==> src/rtl/fsq_pkg.sv <==
package fsq_pkg;
    localparam int unsigned FS_W = 5;
    typedef logic [FS_W-1:0] fs_code_t;
    typedef enum logic [1:0] {
        ST_OFF    = 2'd0,
        ST_WAIT   = 2'd1,
        ST_SAMPLE = 2'd2,
        ST_RUN    = 2'd3
    } seq_state_e;
endpackage

==> src/rtl/fsq_sync.sv <==
module fsq_sync #(
    parameter int   STAGES  = 2,
    parameter logic RST_VAL = 1'b1
) (
    input  logic clk,
    input  logic rst_n,
    input  logic d,
    output logic q
);
    logic [STAGES-1:0] chain_q;

    generate
        if (STAGES == 1) begin : g_single
            always_ff @(posedge clk or negedge rst_n) begin
                if (!rst_n) chain_q <= RST_VAL;
                else        chain_q <= d;
            end
        end else begin : g_chain
            always_ff @(posedge clk or negedge rst_n) begin
                if (!rst_n) chain_q <= {STAGES{RST_VAL}};
                else        chain_q <= {chain_q[STAGES-2:0], d};
            end
        end
    endgenerate

    assign q = chain_q[STAGES-1];
endmodule

==> src/rtl/fsq_sequencer.sv <==
module fsq_sequencer
    import fsq_pkg::*;
#(
    parameter int unsigned SAMPLE_TICKS = 250,
    parameter int unsigned EN_TICKS     = 1146
) (
    input  logic       clk,
    input  logic       rst_n,
    input  logic       supply_ok,
    input  logic       pg_low,
    input  logic       tick,
    input  fs_code_t   straps,
    output fs_code_t   strap_q,
    output logic       run
);
    localparam int unsigned SCW = $clog2(SAMPLE_TICKS + 1);
    localparam int unsigned ECW = $clog2(EN_TICKS + 1);

    typedef struct packed {
        seq_state_e     st;
        logic           sampled;
        logic [SCW-1:0] scnt;
        logic [ECW-1:0] ecnt;
        fs_code_t       strap;
    } regs_t;

    localparam regs_t RESET_REGS = '{
        st: ST_OFF, sampled: 1'b0, scnt: '0, ecnt: '0, strap: '0
    };

    regs_t regs_d, regs_q;
    logic  ecnt_full;

    assign ecnt_full = (regs_q.ecnt >= ECW'(EN_TICKS));

    always_comb begin
        regs_d = regs_q;
        if (!supply_ok) begin
            regs_d = RESET_REGS;
        end else begin
            unique case (regs_q.st)
                ST_OFF: begin
                    regs_d.st = ST_WAIT;
                end
                ST_WAIT: begin
                    if (tick && !ecnt_full) regs_d.ecnt = regs_q.ecnt + 1'b1;
                    if (!pg_low) begin
                        regs_d.scnt = '0;
                    end else if (tick) begin
                        if (regs_q.scnt == SCW'(SAMPLE_TICKS - 1)) begin
                            regs_d.st   = ST_SAMPLE;
                            regs_d.scnt = '0;
                        end else begin
                            regs_d.scnt = regs_q.scnt + 1'b1;
                        end
                    end
                end
                ST_SAMPLE: begin
                    if (tick && !ecnt_full) regs_d.ecnt = regs_q.ecnt + 1'b1;
                    if (!regs_q.sampled) begin
                        regs_d.strap   = straps;
                        regs_d.sampled = 1'b1;
                    end else if (ecnt_full) begin
                        regs_d.st = ST_RUN;
                    end
                end
                ST_RUN: begin
                    regs_d = regs_q;
                end
                default: regs_d = RESET_REGS;
            endcase
        end
    end

    always_ff @(posedge clk or negedge rst_n) begin
        if (!rst_n) regs_q <= RESET_REGS;
        else        regs_q <= regs_d;
    end

    assign strap_q = regs_q.strap;
    assign run     = (regs_q.st == ST_RUN);
endmodule

==> src/rtl/fsq_selmux.sv <==
module fsq_selmux
    import fsq_pkg::*;
(
    input  logic     clk,
    input  logic     rst_n,
    input  logic     supply_ok,
    input  fs_code_t strap,
    input  fs_code_t sw_sel,
    input  logic     sw_override,
    input  logic     recover_sw,
    input  logic     reboot,
    output fs_code_t sel
);
    typedef struct packed {
        logic     kept;
        fs_code_t held;
    } hold_t;

    hold_t    hold_d, hold_q;
    fs_code_t base;

    assign base = hold_q.kept ? hold_q.held : strap;
    assign sel  = sw_override ? sw_sel : base;

    always_comb begin
        hold_d = hold_q;
        if (!supply_ok) begin
            hold_d = '0;
        end else if (reboot) begin
            hold_d.held = sel;
            hold_d.kept = recover_sw;
        end
    end

    always_ff @(posedge clk or negedge rst_n) begin
        if (!rst_n) hold_q <= '0;
        else        hold_q <= hold_d;
    end
endmodule

==> src/rtl/fsq_strap_latch.sv <==
module fsq_strap_latch
    import fsq_pkg::*;
#(
    parameter int unsigned SAMPLE_TICKS = 250,
    parameter int unsigned EN_TICKS     = 1146,
    parameter int unsigned SYNC_STAGES  = 2
) (
    input  logic       clk,
    input  logic       rst_n,
    input  logic       supply_ok,
    input  logic       pwrgd_n,
    input  logic       tick,
    input  logic [4:0] fs_pins,
    input  logic [4:0] sw_sel,
    input  logic       sw_override,
    input  logic       recover_sw,
    input  logic       reboot,
    output logic [4:0] strap_code,
    output logic [4:0] sel_code,
    output logic       clk_en
);
    logic     pg_sync;
    fs_code_t strap_w;

    fsq_sync #(.STAGES(SYNC_STAGES), .RST_VAL(1'b1)) u_pg_sync (
        .clk   (clk),
        .rst_n (rst_n),
        .d     (pwrgd_n),
        .q     (pg_sync)
    );

    fsq_sequencer #(.SAMPLE_TICKS(SAMPLE_TICKS), .EN_TICKS(EN_TICKS)) u_seq (
        .clk       (clk),
        .rst_n     (rst_n),
        .supply_ok (supply_ok),
        .pg_low    (!pg_sync),
        .tick      (tick),
        .straps    (fs_pins),
        .strap_q   (strap_w),
        .run       (clk_en)
    );

    fsq_selmux u_mux (
        .clk         (clk),
        .rst_n       (rst_n),
        .supply_ok   (supply_ok),
        .strap       (strap_w),
        .sw_sel      (sw_sel),
        .sw_override (sw_override),
        .recover_sw  (recover_sw),
        .reboot      (reboot),
        .sel         (sel_code)
    );

    assign strap_code = strap_w;
endmodule

==> config.mk <==
export PLATFORM = sky130hd
export DESIGN_NAME = fsq_strap_latch
export DESIGN_NICKNAME = d
export VERILOG_FILES = /design/src/rtl/fsq_pkg.sv /design/src/rtl/fsq_sync.sv /design/src/rtl/fsq_sequencer.sv /design/src/rtl/fsq_selmux.sv /design/src/rtl/fsq_strap_latch.sv
export SDC_FILE = /design/constraint.sdc
export NUM_CORES = 1
export LEC_CHECK = 0
export ABC_AREA = 0
export BUFFER_PORTS_ARGS = -buffer_cell sky130_fd_sc_hd__buf_4
export CAP_MARGIN = 20
export CORE_UTILIZATION = 30
export CTS_CLUSTER_SIZE = 40
export DETAILED_ROUTE_END_ITERATION = 12
export PLACE_DENSITY = 0.48
export SLEW_MARGIN = 40
export SYNTH_ARGS = -nofsm -noshare
export SYNTH_HDL_FRONTEND = slang
export SYNTH_SLANG_ARGS = --single-unit
==> constraint.sdc <==
create_clock -name clk -period 2.6 [get_ports clk]
set_clock_uncertainty 0.05 [all_clocks]
set_input_delay 0.13 -clock clk [delete_from_list [all_inputs] [get_ports clk]]
set_output_delay 0.13 -clock clk [all_outputs]
set_load 0.005 [all_outputs]
==> qor.txt, run 1 <==
Status: completed
Sequential fraction of the synthesis area: 0.4474
Die Area: 0.006872 mm²
Netlist Area Pre-Place: 0.001963 mm²
Crit path DAT: 2.16 ns
Pins Over Slew Limit: 0
Xor/xnor cell area share of the yosys netlist: 0.03123
Yosys reg bits: 35
Number of flops mapped to enable cells by yosys: 0
Total gr overflow: 0
IO buf count: 28
TritonRoute pass-1 iters: 6
Final ANT Viol Nets: 0
Sw Ratio: 0.2762
Final number of hold-violating endpoints: 0
Die H: 82.90 µm
DR iter-0 viols: 33
Largest family of logic cells by synthesized area: simple AND/OR/NAND/NOR gates
Clk Latency, worst-skew pair: 0.29 ns
Part of the power in registers: 0.412
Via count: 1487
Post-CTS Resized: 0
Slew headroom: 0.5471
Reg area: 878.3 µm²
Final setup fails: 0
Startpoint Class: register
Clock tree buffer depth: 2
TritonCTS Sinks: 35
Initial antenna violation count: 0
Top-count cell post-synth: dfrtp_1
CTS tree: yes
CP peak stage delay: 0.59 ns
Netlist cell types: 38
Synthesized area per cell: 9.623 µm²
Initial Util: 0.3092
Slew @ Worst Pin: 0.6748 ns
Predominant post-synthesis flop cell: dfrtp_1
Synth top area share: 0.4207
RD Place Congestion: 0.7599
Die Span X: 82.90 µm
MaxCap Viol Count: 0
Time the worst path needs with I/O delays and setup: 2.025 ns
Tcrit/Tclk final: 0.7788
P_int: 1.113 mW
Fmax: 493.9 MHz
Synth Area in Simple Gates: 0.1912
CTS hold repair buffers: 2
Static Leak: 1.030 nW
Syn Inst Count: 204
Post-synthesis compound-gate area fraction: 0.1173
Fin worst setup slack: 0.5752 ns
Final net count: 254
CTS H-tree depth: 2
Setup TNS: 0 ns
Wire per inst: 12.73 µm
Remaining routing DRC violations: 0
Critical Path RT: 2.73 ns
Clock transition at path regs: 0.08 ns
CP max FO: 16
Ports: 29
Net Count, Synth: 230
Synth top cells by count: 33 x dfrtp_1, 23 x nor2_1, 21 x mux2i_1
Post-CTS Setup Inserts: 0
Layout cells sized above 1: 0.1965
Synth area leader: dfrtp_1
Critical-path top delay cell: or4_1
Combinational power share: 0.203
CP cell instances: inv_1 > ha_1 > nor2b_1 > o21ai_2 > or4_1 > mux2i_1
Diodes inserted: 0
Peak VDD IR: 0.0002239 V
YS warnings: 0
Vias in the first global route: 1540
Largest net degree at the start of global routing: 36
Syn-to-layout area delta: 20.20%
Worst setup EP type: register
Dpl hpwl: 2744 µm
Root buf cell: clkbuf_8
Number of fillers in the final layout: 635
Post-Synth Adder-Cell Area: 0.05099
Vias per inst: 4.859
Clock power frac: 0.385
Post-Place Worst Slack: 0.5704 ns
Core Area: 0.006350 mm²
Rows: 29
Largest cells by area after synthesis: dfrtp_1 42%, mux2i_1 11%, ha_1 5.1%
Multi-input combinational cell area: 977.2 µm²
Hold Path Class: in2reg
First-pass GRT wire length: 7003 µm
Sw Pwr: 0.4248 mW
CTS buffer count: 5
PwrDens: 651.8 mW/mm²
Post-synthesis mux area share: 0.1071
GRT Overall Usage: 0.1260
Drt total wl: 3896 µm
FFs w/ async S/R, synth: 1.000
RSZ-0062 raised after global routing: false
Setup CP Type: reg2reg
[cells in the final DEF, fill, tap and decap left out, types with 3 or more instances in the layout]
cell	count
dfrtp_1	33
buf_4	29
nor2_1	23
mux2i_1	21
nand2_1	20
o21ai_0	10
inv_1	8
ha_1	8
nand3_1	7
a21oi_1	7
xnor2_1	7
nand2b_1	6
a211oi_1	5
clkbuf_8	5
or4_1	4
or3_1	4
nor4_1	3
nand4_1	3
o31ai_1	3
[layer usage]
layer	track usage	up-vias	part of all wire
li1	-	756	-
met1	0.1594	697	0.48
met2	0.1990	28	0.45
met3	0.03976	6	0.047
met4	0.05172	0	0.018
met5	0	-	0
[worst paths after layout]
kind,from,cells after the start,to,slack (ns)
min,fs_pins[1],3,u_seq.strap_q[1],0.03
max reg2reg,u_seq.regs_q[25],6,u_seq.regs_q[13],0.58
min reg2reg,u_pg_sync.chain_q[0],0,u_pg_sync.chain_q[1],0.31
max,u_seq.regs_q[25],6,u_seq.regs_q[13],0.58
max in group asynchronous,rst_n,2,u_pg_sync.chain_q[1],1.87
min in group asynchronous,rst_n,2,u_seq.regs_q[22],0.27
[cells by family (layout without fill, tap and decap cells)]
family          after synthesis  count (layout)
simple gates                 76              76
flops                        35              35
compound gates               34              34
buf+inv                      23              48
mux                          21              21
fa+ha+maj                     8               8
xor+xnor                      7               7
[power by group through the flow]
| stage | Sequential (mW) | Combinational (mW) | Clock [mW] |
|---|---|---|---|
| after floorplan | 0.632 | 0.231 | 0 |
| after global placement | 0.643 | 0.314 | 0 |
| after detailed placement | 0.644 | 0.312 | 0 |
| after CTS | 0.634 | 0.317 | 0.614 |
| after global routing | 0.642 | 0.360 | 0.636 |
| final | 0.634 | 0.312 | 0.593 |
[registers in the layout, summed over array words and instances, names as in the netlist]
register and cells:
u_pg_sync.chain_q 2, u_seq.strap_q 5, u_mux.hold_q 6, u_seq.regs_q 22
[through the flow]
step | instances | util | instance area (µm²) | total power [mW] | hold WS, ns
2_1_floorplan | 204 | - | 1963 | 0.8621 | -0.2156
3_3_place_gp | 296 | 0.3470 | 2203 | 0.9570 | 0.06569
3_5_place_dp | 296 | 0.3470 | 2203 | 0.9568 | 0.06696
4_1_cts | 306 | 0.3716 | 2360 | 1.565 | 0.02238
5_1_grt | 306 | 0.3716 | 2360 | 1.638 | 0.04620
6_report | 306 | 0.3716 | 2360 | 1.538 | 0.02796
[cell type report]
type	instances	area share
Clock buffer	5	0.02916
Clock inverter	3	0.02863
Inverter	9	0.01432
Multi-Input combinational cell	146	0.4141
Sequential cell	35	0.3722
Tap cell	77	0.04083
Timing Repair Buffer	31	0.1007
[critical path, delay by kind of cell (launching register included)]
kind	cells	cell delay, ns
adder cells (fa/ha/maj)	1	0.30
AO/OA/AOI/OAI	1	0.20
buffers and inverters	1	0.06
AND/OR/NAND/NOR	2	0.76
flip-flops	1	0.41
multiplexers	1	0.14
Power figures use the tool's default switching activity.
==> run 2, diff against run 1 <==
==> constraint.sdc (replaced) <==
create_clock -name clk -period 1.9 [get_ports clk]
set_clock_uncertainty 0.05 [all_clocks]
set_input_delay 0.095 -clock clk [delete_from_list [all_inputs] [get_ports clk]]
set_output_delay 0.095 -clock clk [all_outputs]
set_load 0.005 [all_outputs]
==> qor.txt, run 2 (synthesis results as in run 1) <==
Clock tree buffer depth: 2 (unchanged)
Final number of hold-violating endpoints: 0 (unchanged)
Hold depth: 3 (unchanged)
CP peak stage delay: 0.55 ns (-0.04 ns)
Total gr overflow: 0 (unchanged)
Final setup fails: 0 (unchanged)
Critical-path top delay cell: or4_1
Via count: 1517 (+2.0%)
Worst hold start: recover_sw
RSZ-0062 raised after global routing: false
RD Place Congestion: 0.8105 (+6.7%)
Number of fillers in the final layout: 655 (+3.1%)
Layout cells sized above 1: 0.2185 (+0.02198)
Crit path DAT: 1.91 ns (-0.25 ns)
TritonCTS Sinks: 35 (unchanged)
Largest net degree at the start of global routing: 36 (unchanged)
Static Leak: 1.060 nW (+2.9%)
Rows: 29 (unchanged)
IO buf count: 28 (unchanged)
Worst r2r src: u_seq.regs_q[25]
Reg with most FFs: u_seq.regs_q
Clk Latency, worst-skew pair: 0.29 ns (about the same)
Pins Over Slew Limit: 0 (unchanged)
Worst Path Buf+Inv: 1 (unchanged)
PwrDens: 812.2 mW/mm² (+25%)
Reg-to-reg setup timing slack: 0.12 ns (-0.46 ns)
Diodes inserted: 0 (unchanged)
DR iter-0 viols: 58 (+76%)
Slew @ Worst Pin: 0.5368 ns (-0.1379 ns)
Hold Path Class: in2reg
Final core utilization: 0.3831 (+0.01143)
Critical Path RT: 2.03 ns (-0.70 ns)
CTS buffer count: 5 (unchanged)
CP max FO: 5 (-11)
Initial antenna violation count: 0 (unchanged)
Die Area: 0.006872 mm² (unchanged)
Time the worst path needs with I/O delays and setup: 1.783 ns (-0.2420 ns)
MaxCap Viol Count: 0 (unchanged)
Die H: 82.90 µm (unchanged)
CP cell instances: inv_1 > ha_4 > nor2b_4 > o21ai_4 > or4_1 > mux2i_1
Remaining routing DRC violations: 0 (unchanged)
Root buf cell: clkbuf_8
Tcrit/Tclk final: 0.9383 (+0.1596)
Startpoint Class: register
Clock transition at path regs: 0.07 ns (about the same)
Status: completed
Drt total wl: 4123 µm (+5.8%)
Initial Util: 0.3092 (unchanged)
Post-CTS Setup Inserts: 0 (unchanged)
Reg2Reg Depth: 6 (unchanged)
WP depth: 6 (unchanged)
Slew headroom: 0.6397 (+0.09256)
Core Area: 0.006350 mm² (unchanged)
GRT Overall Usage: 0.1304 (+0.004325)
Reg2reg end: u_seq.regs_q[13]
Commonest non-fill, non-tap cell in the layout: buf_4
Peak VDD IR: 0.0003004 V (+34%)
Ports: 29 (unchanged)
CTS H-tree depth: 2 (unchanged)
Hold Path End: u_mux.hold_q[5]
First-pass GRT wire length: 7196 µm (+2.8%)
Vias in the first global route: 1525 (-0.97%)
Final ANT Viol Nets: 0 (unchanged)
Syn-to-layout area delta: 23.90%
Die Span X: 82.90 µm (unchanged)
Wire per inst: 13.09 µm (+2.8%)
Most frequent cells in the layout: 34 x buf_4, 33 x dfrtp_1, 23 x nor2_1
Worst setup EP type: register
Final net count: 264 (+3.9%)
Max FFs per register: 22 (unchanged)
TritonRoute pass-1 iters: 4 (-2)
CTS tree: yes
Dpl hpwl: 2865 µm (+4.4%)
Vias per inst: 4.816 (-0.90%)
Fmax: 560.9 MHz (+14%)
Setup TNS: 0 ns (unchanged)
Setup CP Type: reg2reg
Critical path's top delay family: simple AND/OR/NAND/NOR gates
run 2: cell count changes in the layout (fill, tap and decap cells not counted), sizes merged:
cell and delta:
buf +5, dlygate4sd3 +4, bufinv -2, clkbuf +1, clkinv +1, clkinvlp -1, o21ai +1
run 2: routing by layer:
layer	vias to the layer above	share of wire	routed length (µm)	GRT usage
met5	-	0	0	0
met4	0	0.017	69	0.05172
met3	5	0.041	171	0.03877
met2	27	0.42	1750	0.2004
met1	704	0.52	2131	0.1715
li1	781	-	-	-
run 2: per-stage QoR:
stage          setup slack [ns]  std cells  hold slack (ns)  total power, mW  area [µm²]
4_1_cts               0.0004101        314        0.0003667            1.946        2389
6_report                 0.1172        315         0.007551            1.976        2432
2_1_floorplan            0.1010        204          -0.2506            1.180        1963
3_3_place_gp            0.04244        301          0.03418            1.369        2241
5_1_grt                0.006786        315         0.009855            2.110        2432
3_5_place_dp            0.01563        301          0.03723            1.369        2241
run 2: final cells by class:
cell class                      instances  area (µm²)  area share
Clock inverter                          1       5.005    0.002058
Timing Repair Buffer                   40       315.3      0.1296
Sequential cell                        35       878.3      0.3611
Clock buffer                            6       82.58     0.03395
Tap cell                               77       96.34     0.03961
Multi-Input combinational cell        147        1021      0.4198
Inverter                                9       33.78     0.01389
run 2: report_power, final:
part / internal (mW) / switching, mW / leakage (nW)
Clock: 0.285 / 0.271 / 0.0470
Combinational: 0.279 / 0.278 / 0.537
Sequential: 0.807 / 0.0560 / 0.476
run 2: timing repair:
| action | in CTS | in global routing |
|---|---|---|
| hold buffers | 6 | 0 |
| resized for setup | 0 | 5 |
| endpoints found under the hold margin | 38 | 0 |
| setup endpoints to repair | 0 | 9 |
run 2: tightest hold or removal path, stage by stage:
cell and delay [ns]:
buf_4 0.07, mux2i_1 0.05, nor2_1 0.08
run 2: worst max path at each step:
stage	slack (ns)	start	endpoint
final	0.12	u_seq.regs_q[25]	u_seq.regs_q[13]
after floorplan	0.10	u_seq.regs_q[25]	u_seq.regs_q[13]
after global routing	0.007	u_seq.regs_q[25]	u_seq.regs_q[25]
after global placement	0.04	u_seq.regs_q[26]	u_seq.regs_q[13]
after CTS	0.0004	u_seq.regs_q[26]	u_seq.regs_q[13]
after detailed placement	0.02	u_seq.regs_q[26]	u_seq.regs_q[13]
